**config.mk**
```make
export PLATFORM = sky130hd
export DESIGN_NAME = dma_top
export DESIGN_NICKNAME = d
export VERILOG_FILES = /design/src/rtl/dma_pkg.sv /design/src/rtl/dma_chan.sv /design/src/rtl/dma_eng.sv /design/src/rtl/dma_top.sv
export SDC_FILE = /design/constraint.sdc
export NUM_CORES = 1
export LEC_CHECK = 0
export BUFFER_PORTS_ARGS = -buffer_cell sky130_fd_sc_hd__buf_4
export CELL_PAD_IN_SITES_DETAIL_PLACEMENT = 0
export CELL_PAD_IN_SITES_GLOBAL_PLACEMENT = 1
export CORE_MARGIN = 5
export CORE_UTILIZATION = 48
export DETAILED_ROUTE_END_ITERATION = 10
export PLACE_DENSITY_LB_ADDON = 0.1
export RECOVER_POWER = 100
export SYNTH_ARGS = -nofsm -noshare
export SYNTH_HDL_FRONTEND = slang
export SYNTH_SLANG_ARGS = --single-unit
```
**constraint.sdc**
```tcl
create_clock -name clk_i -period 3.4 [get_ports clk_i]
set_input_delay 0.34 -clock clk_i [delete_from_list [all_inputs] [get_ports clk_i]]
set_output_delay 0.34 -clock clk_i [all_outputs]
set_load 0.01 [all_outputs]
```
**src/rtl/dma_pkg.sv**
```systemverilog
package dma_pkg;
  localparam logic [2:0] R_SRC = 3'd0;
  localparam logic [2:0] R_DST = 3'd1;
  localparam logic [2:0] R_CNT = 3'd2;
  localparam logic [2:0] R_RLD = 3'd3;
  localparam logic [2:0] R_CTL = 3'd4;
  localparam logic [2:0] R_SEL = 3'd5;

  localparam int unsigned C_EN  = 0;
  localparam int unsigned C_RPT = 1;
  localparam int unsigned C_SFW = 2;
  localparam int unsigned C_DFW = 3;
  localparam int unsigned C_U16 = 4;
  localparam int unsigned C_SWT = 5;

  typedef enum logic [1:0] {ST_IDLE, ST_RD, ST_WR} xfer_st_e;
endpackage

```
**src/rtl/dma_chan.sv**
```systemverilog
module dma_chan
  import dma_pkg::*;
#(
  parameter int unsigned DW   = 16,
  parameter int unsigned CW   = 16,
  parameter int unsigned NREQ = 8,
  localparam int unsigned SW  = $clog2(NREQ)
) (
  input  logic          clk_i,
  input  logic          rst_ni,
  input  logic          we_i,
  input  logic [2:0]    addr_i,
  input  logic [DW-1:0] wdata_i,
  output logic [DW-1:0] rdata_o,
  input  logic [NREQ-1:0] req_vec_i,
  input  logic          take_i,
  input  logic          done_i,
  output logic [DW-1:0] src_o,
  output logic [DW-1:0] dst_o,
  output logic          u16_o,
  output logic          en_o,
  output logic          pend_o,
  output logic          irq_o
);
  logic [DW-1:0] src_q, dst_q, wptr_q;
  logic [CW-1:0] cnt_q, rld_q;
  logic [SW-1:0] sel_q;
  logic en_q, rpt_q, sfw_q, dfw_q, u16_q, pend_q, irq_q;
  logic src_fw, dst_fw, wr_ctl, start;

  assign src_fw = sfw_q;
  assign dst_fw = dfw_q & ~sfw_q;  // both forward: destination is fixed
  assign wr_ctl = we_i && addr_i == R_CTL;
  assign start  = wr_ctl && wdata_i[C_EN] && !en_q;

  always_ff @(posedge clk_i or negedge rst_ni) begin
    if (!rst_ni) begin
      src_q <= '0; dst_q <= '0; wptr_q <= '0; cnt_q <= '0; rld_q <= '0;
      sel_q <= '0; en_q <= 1'b0; rpt_q <= 1'b0; sfw_q <= 1'b0; dfw_q <= 1'b0;
      u16_q <= 1'b0; pend_q <= 1'b0; irq_q <= 1'b0;
    end else begin
      irq_q <= 1'b0;
      if (take_i) pend_q <= 1'b0;
      if (en_q && req_vec_i[sel_q]) pend_q <= 1'b1;
      if (done_i) begin
        wptr_q <= wptr_q + (u16_q ? DW'(2) : DW'(1));
        cnt_q  <= cnt_q - CW'(1);
        if (cnt_q == '0) begin
          irq_q <= 1'b1;
          if (rpt_q) begin
            cnt_q  <= rld_q;
            wptr_q <= sfw_q ? src_q : dst_q;
          end else begin
            en_q   <= 1'b0;
            pend_q <= 1'b0;
          end
        end
      end
      if (we_i) begin
        unique case (addr_i)
          R_SRC: if (src_fw || !en_q) src_q <= wdata_i;
          R_DST: if (dst_fw || !en_q) dst_q <= wdata_i;
          R_RLD: rld_q <= wdata_i[CW-1:0];
          R_CTL: begin
            en_q  <= wdata_i[C_EN];
            rpt_q <= wdata_i[C_RPT];
            sfw_q <= wdata_i[C_SFW];
            dfw_q <= wdata_i[C_DFW];
            u16_q <= wdata_i[C_U16];
            if (start) begin
              cnt_q  <= rld_q;
              wptr_q <= wdata_i[C_SFW] ? src_q : dst_q;
            end
            if (!wdata_i[C_EN]) pend_q <= 1'b0;
            else if (wdata_i[C_SWT]) pend_q <= 1'b1;
          end
          R_SEL: sel_q <= wdata_i[SW-1:0];
          default: ;
        endcase
      end
    end
  end

  assign src_o  = src_fw ? wptr_q : src_q;
  assign dst_o  = dst_fw ? wptr_q : dst_q;
  assign u16_o  = u16_q;
  assign en_o   = en_q;
  assign pend_o = pend_q;
  assign irq_o  = irq_q;

  always_comb begin
    rdata_o = '0;
    unique case (addr_i)
      R_SRC: rdata_o = (src_fw && en_q) ? wptr_q : src_q;
      R_DST: rdata_o = (dst_fw && en_q) ? wptr_q : dst_q;
      R_CNT: rdata_o = DW'(cnt_q);
      R_RLD: rdata_o = DW'(rld_q);
      R_CTL: rdata_o = DW'({u16_q, dfw_q, sfw_q, rpt_q, en_q});
      R_SEL: rdata_o = DW'(sel_q);
      default: rdata_o = '0;
    endcase
  end


  a_r6_count_down: assert property (@(posedge clk_i) disable iff (!rst_ni)
    done_i && cnt_q != '0 && !wr_ctl |=> cnt_q == $past(cnt_q) - CW'(1));
  a_r7_single_stop: assert property (@(posedge clk_i) disable iff (!rst_ni)
    done_i && cnt_q == '0 && !rpt_q && !wr_ctl |=> !en_q);
  a_r8_repeat_reload: assert property (@(posedge clk_i) disable iff (!rst_ni)
    done_i && cnt_q == '0 && rpt_q && !wr_ctl |=> en_q && cnt_q == $past(rld_q));
  a_r9_irq_pulse: assert property (@(posedge clk_i) disable iff (!rst_ni)
    irq_o |=> !irq_o);
  a_r12_fixed_lock: assert property (@(posedge clk_i) disable iff (!rst_ni)
    en_q && we_i && addr_i == R_SRC && !sfw_q |=> $stable(src_q));
endmodule

```
**src/rtl/dma_eng.sv**
```systemverilog
module dma_eng
  import dma_pkg::*;
#(
  parameter int unsigned DW  = 16,
  parameter int unsigned NCH = 2,
  localparam int unsigned CHW = (NCH > 1) ? $clog2(NCH) : 1,
  localparam int unsigned BEW = DW / 8
) (
  input  logic                    clk_i,
  input  logic                    rst_ni,
  input  logic [NCH-1:0]          pend_i,
  input  logic [NCH-1:0]          en_i,
  input  logic [NCH-1:0]          u16_i,
  input  logic [NCH-1:0][DW-1:0]  src_i,
  input  logic [NCH-1:0][DW-1:0]  dst_i,
  output logic [NCH-1:0]          take_o,
  output logic [NCH-1:0]          done_o,
  output logic                    bus_req_o,
  input  logic                    bus_gnt_i,
  output logic                    bus_we_o,
  output logic [DW-1:0]           bus_addr_o,
  output logic [BEW-1:0]          bus_be_o,
  output logic [DW-1:0]           bus_wdata_o,
  input  logic [DW-1:0]           bus_rdata_i
);
  xfer_st_e state_q;
  logic [CHW-1:0] act_q, pick;
  logic found, act_en, lane_q;
  logic [DW-1:0] data_q, addr;
  logic [7:0] byte_v;

  always_comb begin
    found = 1'b0;
    pick  = '0;
    for (int i = NCH - 1; i >= 0; i--) begin
      if (pend_i[i]) begin
        found = 1'b1;
        pick  = CHW'(i);
      end
    end
  end

  assign act_en = en_i[act_q];

  always_ff @(posedge clk_i or negedge rst_ni) begin
    if (!rst_ni) begin
      state_q <= ST_IDLE;
      act_q   <= '0;
      data_q  <= '0;
      lane_q  <= 1'b0;
    end else begin
      unique case (state_q)
        ST_IDLE: if (found) begin
          state_q <= ST_RD;
          act_q   <= pick;
        end
        ST_RD: begin
          if (!act_en) state_q <= ST_IDLE;
          else if (bus_gnt_i) begin
            data_q  <= bus_rdata_i;
            lane_q  <= addr[0];
            state_q <= ST_WR;
          end
        end
        ST_WR: if (!act_en || bus_gnt_i) state_q <= ST_IDLE;
        default: state_q <= ST_IDLE;
      endcase
    end
  end

  always_comb begin
    take_o = '0;
    done_o = '0;
    if (state_q == ST_IDLE && found) take_o[pick] = 1'b1;
    if (state_q == ST_WR && act_en && bus_gnt_i) done_o[act_q] = 1'b1;
  end

  assign addr        = (state_q == ST_WR) ? dst_i[act_q] : src_i[act_q];
  assign byte_v      = lane_q ? data_q[15:8] : data_q[7:0];
  assign bus_req_o   = (state_q != ST_IDLE) && act_en;
  assign bus_we_o    = (state_q == ST_WR);
  assign bus_addr_o  = addr;
  assign bus_be_o    = u16_i[act_q] ? '1 : (addr[0] ? BEW'(2) : BEW'(1));
  assign bus_wdata_o = u16_i[act_q] ? data_q : {BEW{byte_v}};

  a_r10_ch0_first: assert property (@(posedge clk_i) disable iff (!rst_ni)
    state_q == ST_IDLE && pend_i[0] |=> state_q == ST_RD && act_q == '0);
  a_r3_wr_after_rd: assert property (@(posedge clk_i) disable iff (!rst_ni)
    bus_req_o && !bus_we_o && bus_gnt_i |=> state_q == ST_WR);
  a_r3_idle_after_wr: assert property (@(posedge clk_i) disable iff (!rst_ni)
    bus_req_o && bus_we_o && bus_gnt_i |=> !bus_req_o);
endmodule

```
**src/rtl/dma_top.sv**
```systemverilog
module dma_top
  import dma_pkg::*;
#(
  parameter int unsigned DW   = 16,
  parameter int unsigned CW   = 16,
  parameter int unsigned NCH  = 2,
  parameter int unsigned NREQ = 8,
  localparam int unsigned CHW = (NCH > 1) ? $clog2(NCH) : 1,
  localparam int unsigned RAW = 3 + CHW,
  localparam int unsigned BEW = DW / 8
) (
  input  logic            clk_i,
  input  logic            rst_ni,
  input  logic            reg_we_i,
  input  logic [RAW-1:0]  reg_addr_i,
  input  logic [DW-1:0]   reg_wdata_i,
  output logic [DW-1:0]   reg_rdata_o,
  input  logic [NREQ-1:0] req_i,
  output logic            bus_req_o,
  input  logic            bus_gnt_i,
  output logic            bus_we_o,
  output logic [DW-1:0]   bus_addr_o,
  output logic [BEW-1:0]  bus_be_o,
  output logic [DW-1:0]   bus_wdata_o,
  input  logic [DW-1:0]   bus_rdata_i,
  output logic [NCH-1:0]  irq_o
);
  logic [NCH-1:0] pend, en, u16, take, done;
  logic [NCH-1:0][DW-1:0] src, dst, rdat;
  logic [CHW-1:0] csel;

  assign csel = reg_addr_i[RAW-1:3];

  for (genvar c = 0; c < NCH; c++) begin : g_ch
    dma_chan #(.DW(DW), .CW(CW), .NREQ(NREQ)) u_ch (
      .clk_i, .rst_ni,
      .we_i      (reg_we_i && csel == CHW'(c)),
      .addr_i    (reg_addr_i[2:0]),
      .wdata_i   (reg_wdata_i),
      .rdata_o   (rdat[c]),
      .req_vec_i (req_i),
      .take_i    (take[c]),
      .done_i    (done[c]),
      .src_o     (src[c]),
      .dst_o     (dst[c]),
      .u16_o     (u16[c]),
      .en_o      (en[c]),
      .pend_o    (pend[c]),
      .irq_o     (irq_o[c])
    );
  end

  assign reg_rdata_o = rdat[csel];

  dma_eng #(.DW(DW), .NCH(NCH)) u_eng (
    .clk_i, .rst_ni,
    .pend_i (pend), .en_i (en), .u16_i (u16), .src_i (src), .dst_i (dst),
    .take_o (take), .done_o (done),
    .bus_req_o, .bus_gnt_i, .bus_we_o, .bus_addr_o, .bus_be_o,
    .bus_wdata_o, .bus_rdata_i
  );
endmodule

```
**After elaboration in Yosys (flattened, before gate mapping)**

Index checks and enable logic that the tools add are counted.

- Word-level logic and storage cells: 207
- Bits in registers: 200
- Bits of input ports: 48

- Add/sub/neg operators: 4
- Order comparisons: 7
- Reductions and logical operators: 46
- Bitwise operators: 5
- Mux-type cells: 105
- Equality and inequality tests: 10

Operators with widths:

| operator | number |
|---|---|
| 2-to-1 mux 16 bit | 44 |
| case mux 16 bit (6 select lines) | 2 |
| 2-to-1 mux 1 bit | 43 |
| adder 16 bit | 2 |
| logical NOT 16 bit | 2 |
| subtractor 16 x 1 -> 16 bit (second input constant) | 2 |
| logical AND 1 bit | 20 |
| 2-to-1 mux 2 bit | 10 |
| AND reduction 3 bit | 6 |
| AND reduction 2 bit | 7 |
| less-than comparator 3 x 4 -> 1 bit (second input constant) | 2 |
| 2-to-1 mux 8 bit | 1 |
| binary-select mux 1 bit (select 3 bit) | 2 |
| == test 3 x 2 -> 1 bit (second input constant) | 2 |
| == test 3 bit (second input constant) | 2 |
| less-than comparator 1 x 2 -> 1 bit (second input constant) | 3 |
| case mux 2 bit (3 select lines) | 1 |
| logical OR 1 bit | 5 |
| != test 2 x 1 -> 1 bit (second input constant) | 2 |
| == test 3 x 1 -> 1 bit (second input constant) | 1 |
| logical NOT 1 bit | 3 |
| logical NOT 3 bit | 1 |
| != test 3 bit (second input constant) | 1 |
| inverter 1 bit | 3 |
| 7 further kinds | 10 |

**Longest topological paths before layout**

- Depth in word-level cells: 16
- Mapped depth: 10
- Gate-level depth less buffers: 9

**By module**

A second synthesis with hierarchy kept.

- Cells, all modules: 1337
- Area, all modules: 14000.9 um^2

Modules (own cells, without submodules):

| module | cells an instance | instances | area each (um^2) |
|---|---|---|---|
| dma_chan at g_ch[1].u_ch | 603 | 1 | 6241.0 |
| dma_chan at g_ch[0].u_ch | 612 | 1 | 6068.3 |
| dma_eng | 102 | 1 | 1433.9 |
| dma_top | 20 | 1 | 257.7 |

**Worst setup path after synthesis**

No wires, ideal clock.

- Kind: register -> output
- From: register u_eng.state_q[0]
- To: output port bus_addr_o[4]
- Path slack: 0.975 ns
- Buffers on the path: 4
- Data arrival time: 2.085 ns
- Data required time: 3.060 ns
- Cell stages (with the launch flop): 11
- Path through: dfrtp_1 -> clkbuf_1 -> nand2b_1 -> clkbuf_1 -> inv_1 -> clkbuf_1 -> clkbuf_1 -> o221ai_1 -> o21ai_0 -> o21ai_0 -> o21ai_0

- Cells in the longest elaborated chain, start to end: 2

RTL lines:

| what | line | text |
|---|---|---|
| start: declaration | dma_eng.sv:26 | `xfer_st_e state_q;` |
| start signal: assignment | dma_eng.sv:47 | `state_q <= ST_IDLE;` |
| start signal: assignment | dma_eng.sv:54 | `state_q <= ST_RD;` |
| start signal: assignment | dma_eng.sv:58 | `if (!act_en) state_q <= ST_IDLE;` |
| == test 2 bit | dma_eng.sv:78 | `assign addr = (state_q == ST_WR) ? dst_i[act_q] : src_i[act_q];` |
| 2-to-1 mux 16 bit | dma_eng.sv:78 |  |
| end: declaration | dma_top.sv:22 | `output logic [DW-1:0] bus_addr_o,` |

No other way between the ends.

**Final worst setup path**

- From: input port reg_addr_i[3]
- To: register g_ch[1].u_ch.cnt_q[0]

- Cells in the longest elaborated chain, start to end: 7

RTL lines:

| what | line | text |
|---|---|---|
| start: declaration | dma_top.sv:15 | `input logic [RAW-1:0] reg_addr_i,` |
| logical AND 1 bit * | dma_top.sv:37 | `.we_i (reg_we_i && csel == CHW'(c)),` |
| logical AND 1 bit | dma_chan.sv:33 | `assign wr_ctl = we_i && addr_i == R_CTL;` |
| logical AND 1 bit (2 in a row) | dma_chan.sv:34 | `assign start = wr_ctl && wdata_i[C_EN] && !en_q;` |
| 2-to-1 mux 16 bit | dma_chan.sv:70 | `if (start) begin` |
| 2-to-1 mux 16 bit | dma_chan.sv:60 | `unique case (addr_i)` |
| 2-to-1 mux 16 bit * | dma_chan.sv:59 | `if (we_i) begin` |
| end signal: assignment | dma_chan.sv:47 | `cnt_q <= cnt_q - CW'(1);` |
| end signal: assignment | dma_chan.sv:51 | `cnt_q <= rld_q;` |
| end signal: assignment | dma_chan.sv:71 | `cnt_q <= rld_q;` |
| end: declaration | dma_chan.sv:26 | `logic [CW-1:0] cnt_q, rld_q;` |

Every way passes the cells marked *; elsewhere a longest branch is shown, timed or not.
A chain may end at the register's enable or synchronous reset.

==> impl_metrics.csv <==
group,metric,value,unit
worst_setup_path,crit-reg2reg-launch,"g_ch[0].u_ch.cnt_q[0]$_DFF_PN0_",
drt,ant_nets,0,
logic_synthesis,synth-simple-area-share,16.6,%
worst_setup_path,worst-setup-path-type,"input port to flip-flop",
sta,clock-skew-final,13.8,ps
clocking,clock_tree.buffer_depth,2,
clocking,h-tree-depth,4,
global_route,grt_first_pass_wirelength,75500,µm
drt,detail_route.iter0.violations,1403,
worst_setup_path,rr_endpoint,"g_ch[0].u_ch.cnt_q[12]$_DFF_PN0_",
logic_synthesis,post_synth_mux_area_share,23.4,%
finish,area_growth,10.7,%
finish,area.sequential,5010,µm²
sta,fin_crit_sh,97.1,%
logic_synthesis,synthXorXnorAreaFrac,1.60,%
worst_setup_path,worstPathRequired,3750,ps
finish,fraction_of_layout_instances_using_a_drive_strength_above_1,19.4,%
logic_synthesis,synth_top_family_by_area,"multiplexers",
logic_synthesis,post_synth.cell_area_avg,9.18,µm²
outcome,violated_checks,"capacitance limit, slew limit",
sta,achievable-frequency,303,MHz
drt,total_drc_errors_in_the_routed_layout,0,
floorplanning,die_y_extent,179,µm
clocking,clkSlewWorstSetupHoldPaths,80,ps
global_route,grt_use_total,30.9,%
logic_synthesis,synth.cell_area,13600,µm²
run,number_of_max_cap_violations,2,
worst_setup_path,critical_path.startpoint_type,"input port",
logic_synthesis,async_reset_ff_share,100,%
place,buffer_ports.inserted,101,
finish,layout_commonest_cell,"sky130_fd_sc_hd__dfrtp_1",
logic_synthesis,synth-compound-area-share,16.5,%
finish,layout.nets,1583,
finish,commonest_non_fill_non_tap_cells_in_the_layout,"sky130_fd_sc_hd__dfrtp_1, sky130_fd_sc_hd__nand2_1, sky130_fd_sc_hd__mux2_2",
logic_synthesis,netlist-cell-type-count,78,
min_path,min_path_type,"input port to flip-flop",
drt,drt-vias-per-instance,6.54,
logic_synthesis,synthCells,1486,
min_path,hold_path_depth,2,
logic_synthesis,synth_top_flop_cell,"sky130_fd_sc_hd__dfrtp_1",
place,place.detailed.hpwl,35200,µm
min_path,hold_start,"bus_rdata_i[13]",
power,cellLeakagePower,6.31,nW
place,globalplace.congestion,0.917,
min_path,timing.hold.worst_endpoint,"u_eng.data_q[13]$_DFFE_PN0P_",
worst_setup_path,path_max_fanout,36,
outcome,run_status,"finished, violations left",
sta,slew_viol_final,115,
sta,timing.final.crit_period,3300,ps
worst_setup_path,worst_setup_path_end_kind,"flip-flop",
logic_synthesis,synth.yosys.warnings,0,
worst_setup_path,timing.critical_path.arrival,3650,ps
sta,timing.setup.tns,0,ps
floorplanning,ioPinCount,102,
drt,finalWirelength,49100,µm
clocking,cts.root.buffer_cell,"sky130_fd_sc_hd__clkbuf_16",
global_route,first_global_vias,12100,
logic_synthesis,sequential_element_share_of_the_synthesized_area,36.7,%
sta,fin_ws,98.9,ps
logic_synthesis,synthAdderAreaFrac,0.843,%
clocking,tritoncts,"done",
sta,max_slew_margin,-45.0,%
drt,first_pass_iters,6,
floorplanning,core_area,27900,µm²
clocking,worstSkewPairLatency,450,ps
drt,post_drt_wl_per_cell,25.6,µm
logic_synthesis,synth_edf_count,0,
global_route,gr-total-overflow,0,
finish,multiInputGateArea,8050,µm²
logic_synthesis,synthesis.nets,1542,
floorplanning,starting_density,48.9,%
place,worst_setup_slack_before_clock_tree_synthesis,728,ps
sta,timing.final.hold_violations,0,
clocking,post_cts.repair.setup_buffers,0,
drt,vias,12500,
power,max-vdd-ir-drop,0.450,mV
global_route,pin_count_of_the_biggest_net_entering_global_routing,80,
floorplanning,placementRows,61,
power,report.power.total,0.00968,W
sta,report.final.setup_viol,0,
logic_synthesis,ys_ff_latch,200,
power,power_density,640,nW/µm²
sta,tightestPinTransition,2180,ps
floorplanning,die_area,31900,µm²
clocking,cts_buffers,17,
worst_setup_path,reg2reg_setup_slack,310,ps
clocking,cts_sinks,200,
worst_setup_path,worstRegToRegCells,7,
global_route,antenna_found_initial,0,
sta,grt_setup_unrepaired,"false",
floorplanning,die_w,179,µm
finish,n_fill_cell,2689,
-- critical path: stages --
cell and delay [ps]:
sky130_fd_sc_hd__clkbuf_1 1380, sky130_fd_sc_hd__and2_0 370, sky130_fd_sc_hd__and3_1 200, sky130_fd_sc_hd__clkbuf_1 510
sky130_fd_sc_hd__nor2_1 360, sky130_fd_sc_hd__a21o_1 230, sky130_fd_sc_hd__a221oi_1 250
-- registers in the layout, indices dropped and copies added (netlist names), 6 cells and up --
register / flops
u_eng.data_q: 16
g_ch.u_ch.cnt_q: 32
g_ch.u_ch.dst_q: 32
g_ch.u_ch.sel_q: 6
g_ch.u_ch.wptr_q: 32
g_ch.u_ch.rld_q: 32
g_ch.u_ch.src_q: 32
-- final cells by class --
class	count	area share [%]
Inverter	24	0.596
Sequential cell	200	33.1
Clock buffer	20	2.89
Tap cell	378	3.13
Timing Repair Buffer	151	6.04
Multi-Input combinational cell	1133	53.3
Antenna cell	1	0.0166
Clock inverter	12	0.927
-- what timing repair did --
action / 4_1_cts / 5_1_grt
endpoints found under the hold margin: 77 / 0
endpoints found under the setup margin: 0 / 2
hold buffers: 1 / 0
gates resized for setup: 0 / 1
-- cells in the mapped netlist (all sizes together) (14+ instances only) --
cell type | count | area, µm²
dfrtp | 200 | 5000
nand2 | 166 | 623
mux2 | 163 | 1840
mux2i | 126 | 1260
clkbuf | 104 | 393
nor2 | 99 | 372
o21ai | 84 | 420
a21oi | 75 | 375
o221ai | 40 | 350
nand3 | 37 | 185
nor4 | 31 | 200
buf | 25 | 118
o22ai | 25 | 156
inv | 24 | 90.1
nor3 | 24 | 125
a211oi | 18 | 135
xor2 | 16 | 140
nand2b | 14 | 87.6
nand4 | 14 | 87.6
or3 | 14 | 92.6
-- report_power, final --
part           internal [W]  leakage, nW  total, W  switching (W)
Sequential          0.00299         2.50   0.00399       0.000991
Combinational       0.00163         3.55   0.00359        0.00196
Clock               0.00110        0.260   0.00210        0.00101
Total               0.00572         6.31   0.00968        0.00396
-- logic make-up (layout without fill, tap and decap cells) --
kind of cell / Yosys count / count (layout)
adders and majority gates: 8 / 8
and+or+nand+nor: 466 / 466
buffers and inverters: 153 / 207
muxes: 293 / 293
other: 0 / 1
xor gates and xnor gates: 25 / 25
AOI/OAI and AO/OA: 341 / 341
DFF: 200 / 200
-- metrics by stage --
stage | hold slack [ps] | instances | instance area (µm²) | utilization (%)
floorplan | 44.4 | 1486 | 13600 | -
global placement | 371 | 1885 | 14800 | 52.9
detailed placement | 368 | 1885 | 14800 | 52.9
CTS | 104 | 1918 | 15400 | 55.0
global route | 105 | 1918 | 15100 | 54.1
finish | 120 | 1919 | 15100 | 54.1
-- routing by layer --
| layer | part of all wire (%) | vias up | global-route usage (%) |
|---|---|---|---|
| met5 | 0 | - | 0 |
| met4 | 2.5 | 0 | 8.47 |
| met3 | 8.6 | 79 | 6.15 |
| met2 | 44 | 605 | 47.3 |
| met1 | 44 | 6275 | 44.8 |
| li1 | - | 5584 | - |
-- how the worst max path moves through the flow --
stage | from | end | slack, ps
finish | reg_addr_i[3] | g_ch[1].u_ch.cnt_q[0]$_DFF_PN0_ | 100
global route | reg_addr_i[3] | g_ch[1].u_ch.cnt_q[0]$_DFF_PN0_ | 30
CTS | u_eng.state_q[0]$_DFFE_PN0P_ | bus_addr_o[3] | 250
detailed placement | g_ch[0].u_ch.u16_o$_DFFE_PN0P_ | g_ch[0].u_ch.wptr_q[14]$_DFF_PN0_ | 730
global placement | u_eng.state_q[0]$_DFFE_PN0P_ | bus_addr_o[3] | 730
floorplan | u_eng.state_q[0]$_DFFE_PN0P_ | bus_addr_o[4] | 980
No activity file was read; power rests on OpenSTA's default activity.
